==> src/rtl/edid_ddc_pkg.sv <==
package edid_ddc_pkg;

  localparam int BYTE_W = 8;

  typedef enum logic [2:0] {
    ST_IDLE,
    ST_ADDR,
    ST_AACK,
    ST_WDAT,
    ST_WACK,
    ST_RDAT,
    ST_RACK,
    ST_WAIT
  } ddc_state_t;

  localparam logic [1:0] REG_CTRL = 2'd0;
  localparam logic [1:0] REG_PTR  = 2'd1;
  localparam logic [1:0] REG_TXD  = 2'd2;
  localparam logic [1:0] REG_WIN  = 2'd3;

  localparam int CB_BIG   = 0;
  localparam int CB_SOFT  = 1;
  localparam int CB_MASK  = 2;
  localparam int CB_UNDER = 3;

endpackage

==> src/rtl/ddc_line_sync.sv <==
module ddc_line_sync #(
  parameter int STAGES = 2
) (
  input  logic clk,
  input  logic rst,
  input  logic scl_in,
  input  logic sda_in,
  output logic sda_s,
  output logic scl_rise,
  output logic scl_fall,
  output logic start_det,
  output logic stop_det
);

  logic [1:0] line_in;
  logic [1:0] line_s;
  logic [1:0] line_p;

  assign line_in = {sda_in, scl_in};

  genvar g;
  generate
    for (g = 0; g < 2; g++) begin : g_line
      logic [STAGES-1:0] ff;
      always_ff @(posedge clk) begin
        if (rst) ff <= '1;
        else     ff <= {ff[STAGES-2:0], line_in[g]};
      end
      assign line_s[g] = ff[STAGES-1];
    end
  endgenerate

  always_ff @(posedge clk) begin
    if (rst) line_p <= 2'b11;
    else     line_p <= line_s;
  end

  assign sda_s     = line_s[1];
  assign scl_rise  = line_s[0] & ~line_p[0];
  assign scl_fall  = ~line_s[0] & line_p[0];
  assign start_det = line_s[0] & line_p[0] & line_p[1] & ~line_s[1];
  assign stop_det  = line_s[0] & line_p[0] & ~line_p[1] & line_s[1];

endmodule

==> src/rtl/ddc_buf_ram.sv <==
module ddc_buf_ram #(
  parameter int AW = 8,
  parameter int DW = 8
) (
  input  logic          clk,
  input  logic          we,
  input  logic [AW-1:0] waddr,
  input  logic [DW-1:0] wdata,
  input  logic          re,
  input  logic [AW-1:0] raddr,
  output logic [DW-1:0] rdata
);

  localparam int DEPTH = 1 << AW;

  logic [DW-1:0] mem [0:DEPTH-1];

  always_ff @(posedge clk) begin
    if (we) mem[waddr] <= wdata;
  end

  always_ff @(posedge clk) begin
    if (re) rdata <= mem[raddr];
  end

endmodule

==> src/rtl/ddc_serial_fsm.sv <==
module ddc_serial_fsm
  import edid_ddc_pkg::*;
#(
  parameter logic [3:0] DEV_HI = 4'hA,
  parameter logic [2:0] DEV_LO = 3'b000
) (
  input  logic              clk,
  input  logic              rst,
  input  logic              sda_s,
  input  logic              scl_rise,
  input  logic              scl_fall,
  input  logic              start_det,
  input  logic              stop_det,
  input  logic              mask_mode,
  input  logic [BYTE_W-1:0] src_byte,
  output logic              ld_req,
  output logic              wr_stb,
  output logic              ptr_stb,
  output logic [BYTE_W-1:0] rx_byte,
  output logic              sda_drive
);

  ddc_state_t        state;
  logic [3:0]        bitcnt;
  logic [BYTE_W-1:0] shreg;
  logic              first;
  logic [1:0]        pend;
  logic              addr_hit;

  assign addr_hit = (shreg[7:4] == DEV_HI) && (mask_mode || (shreg[3:1] == DEV_LO));

  always_ff @(posedge clk) begin
    if (rst) begin
      state     <= ST_IDLE;
      bitcnt    <= '0;
      shreg     <= '0;
      first     <= 1'b0;
      pend      <= '0;
      ld_req    <= 1'b0;
      wr_stb    <= 1'b0;
      ptr_stb   <= 1'b0;
      rx_byte   <= '0;
      sda_drive <= 1'b0;
    end else begin
      ld_req  <= 1'b0;
      wr_stb  <= 1'b0;
      ptr_stb <= 1'b0;
      pend    <= {pend[0], 1'b0};
      if (stop_det) begin
        state     <= ST_IDLE;
        sda_drive <= 1'b0;
        pend      <= '0;
      end else if (start_det) begin
        state     <= ST_ADDR;
        bitcnt    <= '0;
        sda_drive <= 1'b0;
        pend      <= '0;
      end else begin
        unique case (state)
          ST_ADDR: begin
            if (scl_rise) begin
              shreg  <= {shreg[BYTE_W-2:0], sda_s};
              bitcnt <= bitcnt + 4'd1;
            end else if (scl_fall && bitcnt == 4'd8) begin
              if (addr_hit) begin
                sda_drive <= 1'b1;
                state     <= ST_AACK;
              end else begin
                state <= ST_WAIT;
              end
            end
          end
          ST_AACK: begin
            if (scl_fall) begin
              sda_drive <= 1'b0;
              bitcnt    <= '0;
              if (shreg[0]) begin
                ld_req  <= 1'b1;
                pend[0] <= 1'b1;
                state   <= ST_RDAT;
              end else begin
                first <= 1'b1;
                state <= ST_WDAT;
              end
            end
          end
          ST_WDAT: begin
            if (scl_rise) begin
              shreg  <= {shreg[BYTE_W-2:0], sda_s};
              bitcnt <= bitcnt + 4'd1;
            end else if (scl_fall && bitcnt == 4'd8) begin
              ptr_stb   <= first;
              wr_stb    <= ~first;
              rx_byte   <= shreg;
              first     <= 1'b0;
              sda_drive <= 1'b1;
              state     <= ST_WACK;
            end
          end
          ST_WACK: begin
            if (scl_fall) begin
              sda_drive <= 1'b0;
              bitcnt    <= '0;
              state     <= ST_WDAT;
            end
          end
          ST_RDAT: begin
            if (pend[1]) begin
              shreg     <= src_byte;
              sda_drive <= ~src_byte[BYTE_W-1];
            end else if (scl_rise) begin
              bitcnt <= bitcnt + 4'd1;
            end else if (scl_fall) begin
              if (bitcnt == 4'd8) begin
                sda_drive <= 1'b0;
                state     <= ST_RACK;
              end else begin
                shreg     <= {shreg[BYTE_W-2:0], 1'b1};
                sda_drive <= ~shreg[BYTE_W-2];
              end
            end
          end
          ST_RACK: begin
            if (scl_rise && sda_s) begin
              state <= ST_WAIT;
            end else if (scl_fall) begin
              ld_req  <= 1'b1;
              pend[0] <= 1'b1;
              bitcnt  <= '0;
              state   <= ST_RDAT;
            end
          end
          default: begin
            sda_drive <= 1'b0;
          end
        endcase
      end
    end
  end

endmodule

==> src/rtl/edid_ddc_slave.sv <==
module edid_ddc_slave
  import edid_ddc_pkg::*;
#(
  parameter int         AW          = 8,
  parameter int         SYNC_STAGES = 2,
  parameter logic [3:0] DEV_HI      = 4'hA,
  parameter logic [2:0] DEV_LO      = 3'b000
) (
  input  logic       clk,
  input  logic       rst,
  input  logic       scl_in,
  input  logic       sda_in,
  output logic       sda_oe,
  input  logic       cpu_we,
  input  logic       cpu_re,
  input  logic [1:0] cpu_addr,
  input  logic [7:0] cpu_wdata,
  output logic [7:0] cpu_rdata,
  output logic       irq
);

  localparam logic [AW-1:0] FULL_MASK = '1;
  localparam logic [AW-1:0] HALF_MASK = FULL_MASK >> 1;

  logic              sda_s, scl_rise, scl_fall, start_det, stop_det;
  logic              ld_req, wr_stb, ptr_stb, sda_drive;
  logic [BYTE_W-1:0] rx_byte, src_byte, ram_q;

  logic              ctrl_big, ctrl_soft, ctrl_mask, ctrl_under;
  logic [BYTE_W-1:0] tx_q;
  logic              tx_fresh, irq_q;
  logic [AW-1:0]     ptr_q, ptr_mask, ptr_adv, ram_addr;
  logic [BYTE_W-1:0] reg_q;
  logic              win_q;

  logic ser_rd, ser_busy, cpu_win_wr, cpu_win_rd, cpu_ptr_wr, ptr_inc;
  logic ram_we, ram_re;
  logic [BYTE_W-1:0] ram_wdata;

  ddc_line_sync #(.STAGES(SYNC_STAGES)) u_sync (
    .clk       (clk),
    .rst       (rst),
    .scl_in    (scl_in),
    .sda_in    (sda_in),
    .sda_s     (sda_s),
    .scl_rise  (scl_rise),
    .scl_fall  (scl_fall),
    .start_det (start_det),
    .stop_det  (stop_det)
  );

  ddc_serial_fsm #(.DEV_HI(DEV_HI), .DEV_LO(DEV_LO)) u_fsm (
    .clk       (clk),
    .rst       (rst),
    .sda_s     (sda_s),
    .scl_rise  (scl_rise),
    .scl_fall  (scl_fall),
    .start_det (start_det),
    .stop_det  (stop_det),
    .mask_mode (ctrl_mask),
    .src_byte  (src_byte),
    .ld_req    (ld_req),
    .wr_stb    (wr_stb),
    .ptr_stb   (ptr_stb),
    .rx_byte   (rx_byte),
    .sda_drive (sda_drive)
  );

  // serial side wins any same-cycle buffer or pointer contention
  assign ser_rd     = ld_req & ~ctrl_soft;
  assign ser_busy   = ser_rd | wr_stb | ptr_stb;
  assign cpu_win_wr = cpu_we & (cpu_addr == REG_WIN) & ~ser_busy;
  assign cpu_win_rd = cpu_re & (cpu_addr == REG_WIN) & ~ser_busy;
  assign cpu_ptr_wr = cpu_we & (cpu_addr == REG_PTR) & ~ser_busy;
  assign ptr_inc    = ser_rd | wr_stb | cpu_win_wr | cpu_win_rd;

  assign ptr_mask = ctrl_big ? FULL_MASK : HALF_MASK;
  assign ptr_adv  = (ptr_q + 1'b1) & ptr_mask;
  assign ram_addr = ptr_q & ptr_mask;

  always_ff @(posedge clk) begin
    if (rst)             ptr_q <= '0;
    else if (ptr_stb)    ptr_q <= AW'(rx_byte) & ptr_mask;
    else if (ptr_inc)    ptr_q <= ptr_adv;
    else if (cpu_ptr_wr) ptr_q <= AW'(cpu_wdata) & ptr_mask;
  end

  assign ram_we    = wr_stb | cpu_win_wr;
  assign ram_re    = ser_rd | cpu_win_rd;
  assign ram_wdata = wr_stb ? rx_byte : cpu_wdata;

  ddc_buf_ram #(.AW(AW), .DW(BYTE_W)) u_ram (
    .clk   (clk),
    .we    (ram_we),
    .waddr (ram_addr),
    .wdata (ram_wdata),
    .re    (ram_re),
    .raddr (ram_addr),
    .rdata (ram_q)
  );

  assign src_byte = ctrl_soft ? tx_q : ram_q;

  always_ff @(posedge clk) begin
    if (rst) begin
      ctrl_big   <= 1'b0;
      ctrl_soft  <= 1'b0;
      ctrl_mask  <= 1'b0;
      ctrl_under <= 1'b0;
      tx_q       <= '0;
      tx_fresh   <= 1'b0;
      irq_q      <= 1'b0;
    end else begin
      if (cpu_we && cpu_addr == REG_CTRL) begin
        ctrl_big  <= cpu_wdata[CB_BIG];
        ctrl_soft <= cpu_wdata[CB_SOFT];
        ctrl_mask <= cpu_wdata[CB_MASK];
        if (cpu_wdata[CB_UNDER]) ctrl_under <= 1'b0;
      end
      if (cpu_we && cpu_addr == REG_TXD) begin
        tx_q     <= cpu_wdata;
        tx_fresh <= 1'b1;
        irq_q    <= 1'b0;
      end
      if (ld_req && ctrl_soft) begin
        tx_fresh <= 1'b0;
        irq_q    <= 1'b1;
        if (!tx_fresh) ctrl_under <= 1'b1;
      end
    end
  end

  always_ff @(posedge clk) begin
    if (rst) begin
      reg_q <= '0;
      win_q <= 1'b0;
    end else begin
      win_q <= cpu_win_rd;
      if (cpu_re) begin
        unique case (cpu_addr)
          REG_CTRL: reg_q <= {4'b0000, ctrl_under, ctrl_mask, ctrl_soft, ctrl_big};
          REG_PTR:  reg_q <= BYTE_W'(ptr_q);
          REG_TXD:  reg_q <= tx_q;
          default:  reg_q <= '0;
        endcase
      end
    end
  end

  assign cpu_rdata = win_q ? ram_q : reg_q;
  assign sda_oe    = sda_drive;
  assign irq       = irq_q;

endmodule

==> config.mk <==
export PLATFORM = sky130hd
export DESIGN_NAME = edid_ddc_slave
export DESIGN_NICKNAME = d
export VERILOG_FILES = /design/src/rtl/edid_ddc_pkg.sv /design/src/rtl/ddc_line_sync.sv /design/src/rtl/ddc_buf_ram.sv /design/src/rtl/ddc_serial_fsm.sv /design/src/rtl/edid_ddc_slave.sv
export SDC_FILE = /design/constraint.sdc
export NUM_CORES = 2
export LEC_CHECK = 0
export ABC_AREA = 1
export ABC_CLOCK_PERIOD_IN_PS = 26800
export BUFFER_PORTS_ARGS = -buffer_cell sky130_fd_sc_hd__buf_2
export CAP_MARGIN = 20
export CORE_MARGIN = 2
export CORE_UTILIZATION = 24
export CTS_BUF_LIST = sky130_fd_sc_hd__clkbuf_8
export DETAILED_ROUTE_END_ITERATION = 10
export PLACE_DENSITY_LB_ADDON = 0.2
export SYNTH_ARGS = -nofsm -noshare
export SYNTH_HDL_FRONTEND = slang
export SYNTH_SLANG_ARGS = --single-unit
==> constraint.sdc <==
create_clock -name clk -period 26.8 [get_ports clk]
set_input_delay 5.36 -clock clk [delete_from_list [all_inputs] [get_ports clk]]
set_output_delay 5.36 -clock clk [all_outputs]
set_load 0.05 [all_outputs]
==> out/metrics.yaml <==
die_h_um: 619
synth_seq_cells: 2122
grt_pass1_vias: 62100
synthTopCellsByCount: "3,445 x nand2_1, 2,056 x edfxtp_1, 955 x nor2_1"
hpwl_um: 169000
syn_area_mm2: 0.0906
synth_async_sr_flop_share: 0
synth_cells: 8955
cp-start-kind: "input pin"
cts_tree: "built"
vias: 61400
ys_seq_area_frac: 0.696
tightestPinTransition_ps: 1110
setup_violations: 0
fin_skew_ps: 89.5
synth_edf_count: 2056
track_usage: 0.146
period_needed_ps: 8230
period_share: 0.307
drt_first_pass_iters: 6
fp.dieW_um: 619
postCtsSetupBuffers: 0
gp_congestion: 0.839
avgSynthCellArea_um2: 10.1
arrival_ps: 8920
grt_max_degree: 196
fmax_mhz: 122
grt_pass1_wl_um: 416000
clockBufferDepth: 4
cts_resized: 0
ys_types: 32
antenna_found_initial: 16
wl_um: 286000
path_clk_slew_ps: 60
hold_buffers: 0
yosysTopAreaCell: "edfxtp_1"
critPathMaxFanout: 54
finalHoldViolCount: 0
core_area_mm2: 0.376
clock_sinks: 2122
drcViolationCount: 0
io-pin-count: 26
cts-htree-levels: 5
die_area_mm2: 0.383
io_buffers: 25
hold_class: "flip-flop to flip-flop"
synthFlopType: "edfxtp_1"
drt-initial-drc-count: 4966
clk_latency_ps: 1020
power_mw: 7.15
synth_nets: 8977
ir_drop_mv: 0.0371
yosysWarnings: 0
via_per_inst: 4.29
wire_per_inst_um: 20.0
p_per_area_mw_per_mm2: 69.4
row_count: 225
drv_cap: 0
synth_area_leaders: "edfxtp_1 68%, nand2_1 14%, nor2_1 4.0%"
cp-end-kind: "flip-flop"
critPathRequiredTime_ps: 27490
nets: 9036
crit_type: "input pin to flip-flop"
drv_slew: 0
start_util: 0.241
syn2layout_area_growth_pct: 13.7
synth_top_area_share: 0.681
rsz0062_at_grt: "false"
status: "complete, no violations"
drive_gt1_frac: 0.0690
cts-root-buf: "clkbuf_8"
slew_headroom: 0.261
drtAntennaViolNets: 0
p_leak_nw: 40.5
gr-total-overflow: 0
tns_ps: 0
cts_buffers: 379
synth.most_common_cell: "nand2_1"
## metrics by stage
step | std cells | instance area [um^2] | util | setup WS, ps | hold WS, ps
final | 14300 | 103000 | 0.274 | 18570 | 413
after global placement | 13600 | 96000 | 0.256 | 17460 | 411
after global routing | 14300 | 103000 | 0.274 | 18390 | 427
after floorplan | 8955 | 90600 | - | 9310 | 389
after detailed placement | 13600 | 96100 | 0.256 | 17440 | 406
after CTS | 14300 | 103000 | 0.274 | 18530 | 420
## layout make-up
cell class                      count  area [um^2]
Sequential cell                  2122        63100
Clock buffer                      391         5380
Timing Repair Buffer              136         1050
Inverter                          850         3210
Antenna cell                        7         17.5
Tap cell                         4994         6250
Multi-Input combinational cell   5525        22500
Clock inverter                    285         1580
Fill cell                       39700       273000
## routing by layer
metal | global-route usage | vias up | routed length (um) | part of all wire
met5 | 0 | - | 0 | 0
met4 | 0.0472 | 0 | 9210 | 0.032
met3 | 0.0203 | 467 | 14300 | 0.050
met2 | 0.238 | 1622 | 132000 | 0.46
met1 | 0.199 | 30000 | 131000 | 0.46
li1 | - | 29300 | - | -
## kinds of logic (layout without fill, tap and decap cells)
kind of cell,Yosys count,after routing,share of synthesized area
compound gates,712,712,0.0399
buf+inv,1308,1662,0.0583
simple gates,4803,4803,0.205
fa+ha+maj,6,6,0.000828
flops,2122,2122,0.696
xor+xnor,4,4,0.000387
other cells,0,7,0
## cell usage in the layout (no fill, tap or decap), drive strengths merged, types with 6 or more instances in the layout
cell type | netlist | layout
dfxtp | 66 | 66
o21ai | 637 | 637
nor3 | 6 | 6
inv | 848 | 971
bufinv | 0 | 12
clkbuf | 234 | 391
edfxtp | 2056 | 2056
nor2 | 957 | 957
ha | 6 | 6
clkinv | 2 | 145
o22ai | 9 | 9
buf | 224 | 136
nand2 | 3445 | 3445
clkinvlp | 0 | 7
nand3 | 382 | 382
a21oi | 50 | 50
diode | 0 | 7
## sequential cells by signal (all words and copies together), names as in the netlist, 2 cells and up
signal            flops
u_fsm.bitcnt          4
u_fsm.state           3
u_fsm.rx_byte         8
u_ram.mem          2048
tx_q                  8
u_fsm.shreg           8
u_ram.rdata           8
reg_q                 8
u_sync.line_p         2
u_sync.g_line.ff      4
ptr_q                 8
## path summary, 6_finish.rpt
| check | from | endpoint | slack, ps | cells past startpoint |
|---|---|---|---|---|
| min reg2reg | u_sync.g_line[0].ff[0]$_SDFF_PP1_ | u_sync.g_line[0].ff[1]$_SDFF_PP1_ | 410 | 1 |
| max reg2reg | ptr_q[0]$_SDFFE_PP0P_ | u_ram.rdata[7]$_DFFE_PP_ | 20380 | 16 |
| max | cpu_wdata[1] | u_ram.mem[17][1]$_DFFE_PP_ | 18570 | 7 |
| min | u_sync.g_line[0].ff[0]$_SDFF_PP1_ | u_sync.g_line[0].ff[1]$_SDFF_PP1_ | 410 | 1 |
## worst max-delay path: stages
cell and delay, ps:
buf_2 150, nand2_1 110, o21ai_4 340, buf_4 760, buf_4 800, buf_4 620
buf_4 650
## where the power goes
| group | switching [mW] | internal, mW | total, mW |
|---|---|---|---|
| combinational | 0.495 | 0.139 | 0.634 |
| sequential | 0.0140 | 3.65 | 3.67 |
| clock | 1.38 | 1.47 | 2.85 |
| total | 1.89 | 5.26 | 7.15 |
Note: power is estimated with default switching activity, not from simulation.
